==> config.mk <==
export PLATFORM = sky130hd
export DESIGN_NAME = udma_rd_init
export DESIGN_NICKNAME = d
export VERILOG_FILES = /design/src/rtl/udma_rd_init.sv
export SDC_FILE = /design/constraint.sdc
export NUM_CORES = 1
export LEC_CHECK = 0
export BUFFER_PORTS_ARGS = -buffer_cell sky130_fd_sc_hd__buf_4
export CAP_MARGIN = 20
export CORE_MARGIN = 4
export CORE_UTILIZATION = 50
export DETAILED_ROUTE_END_ITERATION = 12
export PLACE_DENSITY = 0.73
export SLEW_MARGIN = 30
export SYNTH_ARGS = -nofsm -noshare
export SYNTH_HDL_FRONTEND = slang
export SYNTH_SLANG_ARGS = --single-unit
==> constraint.sdc <==
create_clock -name clk -period 3 [get_ports clk]
set_input_delay 0.45 -clock clk [delete_from_list [all_inputs] [get_ports clk]]
set_output_delay 0.45 -clock clk [all_outputs]
set_load 0.02 [all_outputs]
==> src/rtl/udma_rd_init.sv <==
module udma_rd_init #(
  parameter int CLK_PS = 5000,
  parameter int DW     = 16,
  parameter int AW     = 3,
  parameter int CSW    = 2
) (
  input  logic           clk,
  input  logic           rst_n,
  input  logic [2:0]     mode_i,
  input  logic [AW-1:0]  da_i,
  input  logic [CSW-1:0] cs_n_i,
  input  logic           dmarq_i,
  input  logic           dstrobe_i,
  input  logic [DW-1:0]  dd_i,
  output logic [AW-1:0]  da_o,
  output logic [CSW-1:0] cs_n_o,
  output logic           dmack_n_o,
  output logic           stop_o,
  output logic           hdmardy_n_o,
  output logic [DW-1:0]  rd_data_o,
  output logic           rd_valid_o,
  output logic           err_o
);

  function automatic int cyc_min(int ps);
    return (ps + CLK_PS - 1) / CLK_PS;
  endfunction

  function automatic int cyc_max(int ps);
    return (ps / CLK_PS < 1) ? 1 : ps / CLK_PS;
  endfunction

  localparam int T_ADDR = cyc_min(20000);
  localparam int T_ENV  = cyc_min(20000);
  localparam int T_HOLD = cyc_min(20000);
  localparam int FS0 = cyc_max(230000);
  localparam int FS1 = cyc_max(200000);
  localparam int FS2 = cyc_max(170000);
  localparam int FS3 = cyc_max(130000);
  localparam int FS4 = cyc_max(120000);
  localparam int FS5 = cyc_max(90000);
  localparam int CW  = $clog2(FS0 + T_HOLD + 2) + 1;

  typedef enum logic [2:0] {
    IDLE, ADDR_SETUP, ACK, ENVELOPE, WAIT_STROBE, DATA, CLOSE, TIMEOUT_ERR
  } st_t;

  st_t st;
  logic [CW-1:0] cnt, fs_lim;
  logic [2:0] mode_q;
  logic [2:0] stb;
  logic [DW-1:0] dd1, dd2;
  logic edge_seen, in_burst;

  assign edge_seen = stb[1] ^ stb[2];
  assign in_burst  = (st == WAIT_STROBE) || (st == DATA);

  assign dmack_n_o   = (st == IDLE) || (st == ADDR_SETUP);
  assign stop_o      = !in_burst;
  assign hdmardy_n_o = !in_burst;

  always_comb begin
    case (mode_q)
      3'd0:    fs_lim = CW'(FS0);
      3'd1:    fs_lim = CW'(FS1);
      3'd2:    fs_lim = CW'(FS2);
      3'd3:    fs_lim = CW'(FS3);
      3'd4:    fs_lim = CW'(FS4);
      default: fs_lim = CW'(FS5);
    endcase
  end

  always_ff @(posedge clk or negedge rst_n) begin
    if (!rst_n) begin
      stb <= '0;
      dd1 <= '0;
      dd2 <= '0;
    end else begin
      stb <= {stb[1:0], dstrobe_i};
      dd1 <= dd_i;
      dd2 <= dd1;
    end
  end

  always_ff @(posedge clk or negedge rst_n) begin
    if (!rst_n) begin
      st         <= IDLE;
      cnt        <= CW'(T_HOLD);
      mode_q     <= '0;
      da_o       <= '0;
      cs_n_o     <= '1;
      err_o      <= 1'b0;
      rd_valid_o <= 1'b0;
      rd_data_o  <= '0;
    end else begin
      rd_valid_o <= 1'b0;
      if (in_burst && edge_seen) begin
        rd_valid_o <= 1'b1;
        rd_data_o  <= dd2;
      end
      case (st)
        IDLE: begin
          if (cnt < CW'(T_HOLD)) cnt <= cnt + 1'b1;
          else if (dmarq_i) begin
            st     <= ADDR_SETUP;
            cnt    <= '0;
            da_o   <= da_i;
            cs_n_o <= cs_n_i;
            mode_q <= (mode_i > 3'd5) ? 3'd5 : mode_i;
            err_o  <= 1'b0;
          end
        end
        ADDR_SETUP: begin
          if (!dmarq_i) begin
            st  <= IDLE;
            cnt <= CW'(T_HOLD);
          end else if (cnt == CW'(T_ADDR - 1)) begin
            st  <= ACK;
            cnt <= '0;
          end else cnt <= cnt + 1'b1;
        end
        ACK: begin
          st  <= (T_ENV <= 1) ? WAIT_STROBE : ENVELOPE;
          cnt <= '0;
        end
        ENVELOPE: begin
          if (cnt >= CW'(T_ENV - 2)) begin
            st  <= WAIT_STROBE;
            cnt <= '0;
          end else cnt <= cnt + 1'b1;
        end
        WAIT_STROBE: begin
          if (edge_seen) begin
            st  <= DATA;
            cnt <= '0;
          end else if (cnt == fs_lim - 1'b1) begin
            st    <= TIMEOUT_ERR;
            err_o <= 1'b1;
            cnt   <= '0;
          end else cnt <= cnt + 1'b1;
        end
        DATA: begin
          if (!dmarq_i) begin
            st  <= CLOSE;
            cnt <= '0;
          end
        end
        default: begin
          if (cnt == CW'(T_HOLD - 1)) begin
            st  <= IDLE;
            cnt <= '0;
          end else cnt <= cnt + 1'b1;
        end
      endcase
    end
  end

endmodule

Word level (Yosys, flattened, before mapping):

Cells that the tools add are included.

* $add $sub $neg: 2
* order comparisons: 3
* eq/ne operators: 20
* mux-type cells: 27
* bitwise gates (word level): 2
* reductions and logical operators: 12

Operators with widths (count)
* 2-to-1 mux 7 bit: 8
* case mux 7 bit (6 select lines): 1
* 2-to-1 mux 3 bit: 10
* case mux 6 bit (5 select lines): 1
* case mux 3 bit (6 select lines): 1
* == test 3 x 2 -> 1 bit, second input constant: 4
* != test 2 bit, second input constant: 5
* == test 3 bit, second input constant: 3
* != test 3 x 2 -> 1 bit, second input constant: 3
* adder 7 x 1 -> 7 bit, second input constant: 1
* == test 7 x 2 -> 1 bit, second input constant: 1
* == test 7 bit: 1
* >= comparator 7 x 2 -> 1 bit, second input constant: 1
* < comparator 7 x 3 -> 1 bit, second input constant: 1
* AND reduction 7 bit: 1
* nonzero test 7 bit: 1
* subtractor 7 x 1 -> 7 bit, second input constant: 1
* == test 3 x 1 -> 1 bit, second input constant: 2
* logical NOT 3 bit: 2
* 2-to-1 mux 1 bit: 5
* AND reduction 5 bit: 1
* greater-than comparator 3 bit, second input constant: 1
* AND reduction 3 bit: 1
* logical OR 1 bit: 2
* 8 further kinds: 8

* bits in registers: 71
* input port bits: 28
* output and inout bits: 26
* logic and storage cells: 77

Longest topological paths before layout:

* depth in word-level cells: 7
* gate-level depth with buffers: 10
* mapped depth without buffers: 9

Worst setup path after synthesis:

No wires, ideal clock.

* kind: flip-flop to flip-flop
* from: reg mode_q[0]
* to: reg st[0]
* setup time: 125 ps
* arrival time: 2543 ps
* data required time: 2875 ps
* path slack: 333 ps
* cell stages (with the launch flop): 10
* path buffers: 1
* clock period less this slack: 2667 ps
* path through: dfrtp_1 -> clkbuf_1 -> or3_1 -> ha_1 -> o211ai_1 -> nand3b_1 -> nor4_1 -> a31oi_1 -> or3_1 -> mux2_2

* word-level cells in the longest chain between the ends: 6
* elaborated cells on any way between the ends: 10
* those cells by class: 1 x add/sub; 6 x eq/ne; 1 x mux; 2 x reduce/logical

Ends and longest elaborated chain
* start: declaration: line 50 `logic [2:0] mode_q;`
* start signal: assignment: line 109 `mode_q <= (mode_i > 3'd5) ? 3'd5 : mode_i;`
* == test 3 bit (tied with other cells): line 63 `case (mode_q)`
* case mux 6 bit (5 select lines) (*): line 63
* subtractor 7 x 1 -> 7 bit (*): line 136 `end else if (cnt == fs_lim - 1'b1) begin`
* == test 7 bit (*): line 136
* != test 3 x 2 -> 1 bit (no source line) (*)
* AND reduction 7 bit (no source line) (*)
* end signal: assignment: line 123 `st <= (T_ENV <= 1) ? WAIT_STROBE : ENVELOPE;`
* end: declaration: line 48 `st_t st;`

Every way passes the cells marked *; elsewhere a longest branch is shown, timed or not.
A chain may end at the register's enable or synchronous reset.

Worst setup path in the final report:

* from: reg mode_q[1]
* to: reg st[0]

Same word-level chain as after synthesis.

==> flow_metrics.env <==
export IMPL_outcome="finished, final reports clean"
export IMPL_grt_pass1_wl_mm=8.67
export IMPL_power_density_nw_per_um2=940
export IMPL_synth_top_area_cell="dfrtp_1"
export IMPL_relSlewSlack=0.441
export IMPL_synthMuxAreaShare=0.0965
export IMPL_min_period_ns=2.74
export IMPL_first_global_vias=1870
export IMPL_grt_remaining_overflow=0
export IMPL_dieArea_um2=7060
export IMPL_cts_root_buf="clkbuf_8"
export IMPL_cp_data_arrival_time_ns=2.97
export IMPL_viasPerCell=5.21
export IMPL_rows=27
export IMPL_netlist_top_cells_count="dfrtp_1, nand2_1, mux2_2"
export IMPL_synth_cells=231
export IMPL_hold_viol=0
export IMPL_seq_area_frac_synth=0.616
export IMPL_cts_inserted_buffers=9
export IMPL_clock_skew_ns=0.00854
export IMPL_finalPower_mw=3.27
export IMPL_place_inst=342
export IMPL_cts_setup_buffers=0
export IMPL_crit_path_end_kind="flip-flop"
export IMPL_cts_hold_buffers=0
export IMPL_synth_edf_count=0
export IMPL_ir_drop_mv=0.516
export IMPL_drt_iter0_markers=113
export IMPL_synth_xor_area_share=0.0264
export IMPL_die_height_um=84.0
export IMPL_antennaDiodeCount=0
export IMPL_drc=0
export IMPL_critPathLaunchType="flip-flop"
export IMPL_drtPass1Iterations=4
export IMPL_p_leak_nw=1.56
export IMPL_routed_wl_mm=5.19
export IMPL_drv_slew=0
export IMPL_wl_per_cell_um=14.5
export IMPL_initial_core_util=0.519
export IMPL_fin_crit_sh=0.914
export IMPL_gp_congestion=0.815
export IMPL_final_util=0.623
export IMPL_core_um2=5570
export IMPL_tritoncts="done"
export IMPL_cts_sinks=71
export IMPL_grtUsageTotal=0.159
export IMPL_drtAntennaViolNets=0
export IMPL_setup_tns_ns=0
export IMPL_synth_async_reset_ratio=1.00
export IMPL_synth_top_area_share=0.588
export IMPL_synth_most_common_cell="dfrtp_1"
export IMPL_critical_path_class="flip-flop to flip-flop"
export IMPL_yosys_warnings=0
export IMPL_die_w_um=84.0
export IMPL_cts_htree_levels=3
export IMPL_drive_above_1_share=0.368
export IMPL_cp_max_fo=9
export IMPL_yosys_most_used_dff="dfrtp_1"
export IMPL_fillers=456
export IMPL_syn_cell_area_um2=2890
export IMPL_area_delta_synth_final_pct=20.2
export IMPL_rsz0062_at_grt="no"
export IMPL_required_ns=3.23
export IMPL_hold_ws_ns=0.207
export IMPL_synth_top_family_by_area="simple AND/OR/NAND/NOR gates"
export IMPL_synth_compound_area_frac=0.0961
export IMPL_ios=54
export IMPL_port_buffers=53
export IMPL_dp_final_hpwl_mm=3.58
export IMPL_hold_path_class="input pin to asynchronous set/reset pin"
export IMPL_worst_pin_slew_ns=0.838
export IMPL_cts_repair_resized=0
export IMPL_drv_cap=0
export IMPL_layout_nets=311
export IMPL_syn_mean_instance_area_um2=12.5
export IMPL_synth_simple_area_share=0.121
export IMPL_setup_viol=0
export IMPL_worstSkewPairLatency_ns=0.34
export IMPL_ys_ff_latch=71
export IMPL_vias=1860
export IMPL_cts_buffer_depth=2
export IMPL_stdcell_count=357
export IMPL_clkTransAtPathRegs_ns=0.07
export IMPL_antenna_found_initial=0
export IMPL_grt_max_degree=72
export IMPL_syn_nets=261
export IMPL_synth_fa_ha_area_frac=0.00865
export IMPL_synth_distinct_cells=50
export IMPL_synth_area_leaders="dfrtp_1, mux2_2, nand2_1"
export IMPL_fmax_mhz=365
[per-stage QoR]
stage	worst slack [ns]	instance area, µm²
after detailed placement	0.270	3310
after CTS	0.253	3470
after global routing	0.0250	3470
after global placement	0.356	3310
final	0.258	3470
after floorplan	0.333	2890
[power breakdown]
group	internal [mW]	total [mW]	switching [mW]
clock	0.313	0.641	0.327
combinational	0.601	1.23	0.630
sequential	1.17	1.39	0.220
[worst max-delay path, cell delays in order (launching register included)]
cell and delay (ns):
dfrtp_1 0.48, or3_1 0.38, ha_1 0.28, xor2_1 0.18, mux2i_1 0.14, a211oi_1 0.33
a31oi_1 0.18, or3_1 0.39, mux2_2 0.26
[state kept, by name (all words and copies together), names as in the netlist]
signal,cells
stb,3
dd1,16
st,3
dd2,16
mode_q,3
cs_n_o,2
rd_data_o,16
cnt,7
err_o,1
rd_valid_o,1
da_o,3
[cells in the final DEF (no fill, tap or decap), drive strengths merged, types with 2 or more instances in the layout]
master / Yosys / layout
o211ai: 3 / 3
o31ai: 2 / 2
nand2b: 4 / 4
xnor2: 3 / 3
or2: 2 / 2
a31oi: 3 / 3
nor2: 11 / 11
a21oi: 7 / 7
nor3: 4 / 4
mux2: 23 / 23
dfstp: 3 / 3
inv: 5 / 5
clkbuf: 8 / 11
o21ai: 10 / 10
nand2: 25 / 25
xor2: 3 / 3
nor4: 3 / 3
a211oi: 2 / 2
and3: 2 / 2
or3: 3 / 3
dfrtp: 68 / 68
nor2b: 2 / 2
clkinv: 0 / 3
nand3b: 2 / 2
o22ai: 2 / 2
ha: 2 / 2
buf: 8 / 55
mux2i: 2 / 2
nand3: 5 / 5
[final timing paths]
kind                            from       to  slack (ns)  depth (start not counted)
min in group clk            dd_i[14]  dd1[14]        0.21                          1
max in group asynchronous      rst_n  da_o[1]        2.25                          1
min reg2reg                   dd1[4]   dd2[4]        0.35                          0
max                        mode_q[1]    st[0]        0.26                          8
min                            rst_n  dd1[13]        0.21                          1
max reg2reg                mode_q[1]    st[0]        0.26                          8
[routing by layer]
layer	track usage	part of all wire	vias up	routed length, µm
met1	0.193	0.41	906	2150
met4	0.0556	0.0077	0	40
li1	-	-	893	-
met3	0.0661	0.076	5	395
met5	0	0	-	0
met2	0.254	0.50	56	2600
[layout make-up]
type | count | area, µm² | area share
sequential | 71 | 1780 | 0.512
multi-input combinational | 139 | 1010 | 0.290
timing repair buffer | 55 | 413 | 0.119
clock buffer | 11 | 141 | 0.0407
tap | 72 | 90.1 | 0.0259
clock inverter | 4 | 22.5 | 0.00648
inverter | 5 | 18.8 | 0.00540
[logic make-up after synthesis]
logic type | count (synthesis)
buffers and inverters | 21
muxes | 25
DFF | 71
and+or+nand+nor | 68
adders and majority gates | 2
xor gates and xnor gates | 7
AOI/OAI and AO/OA | 37
Power figures use the tool's default switching activity.
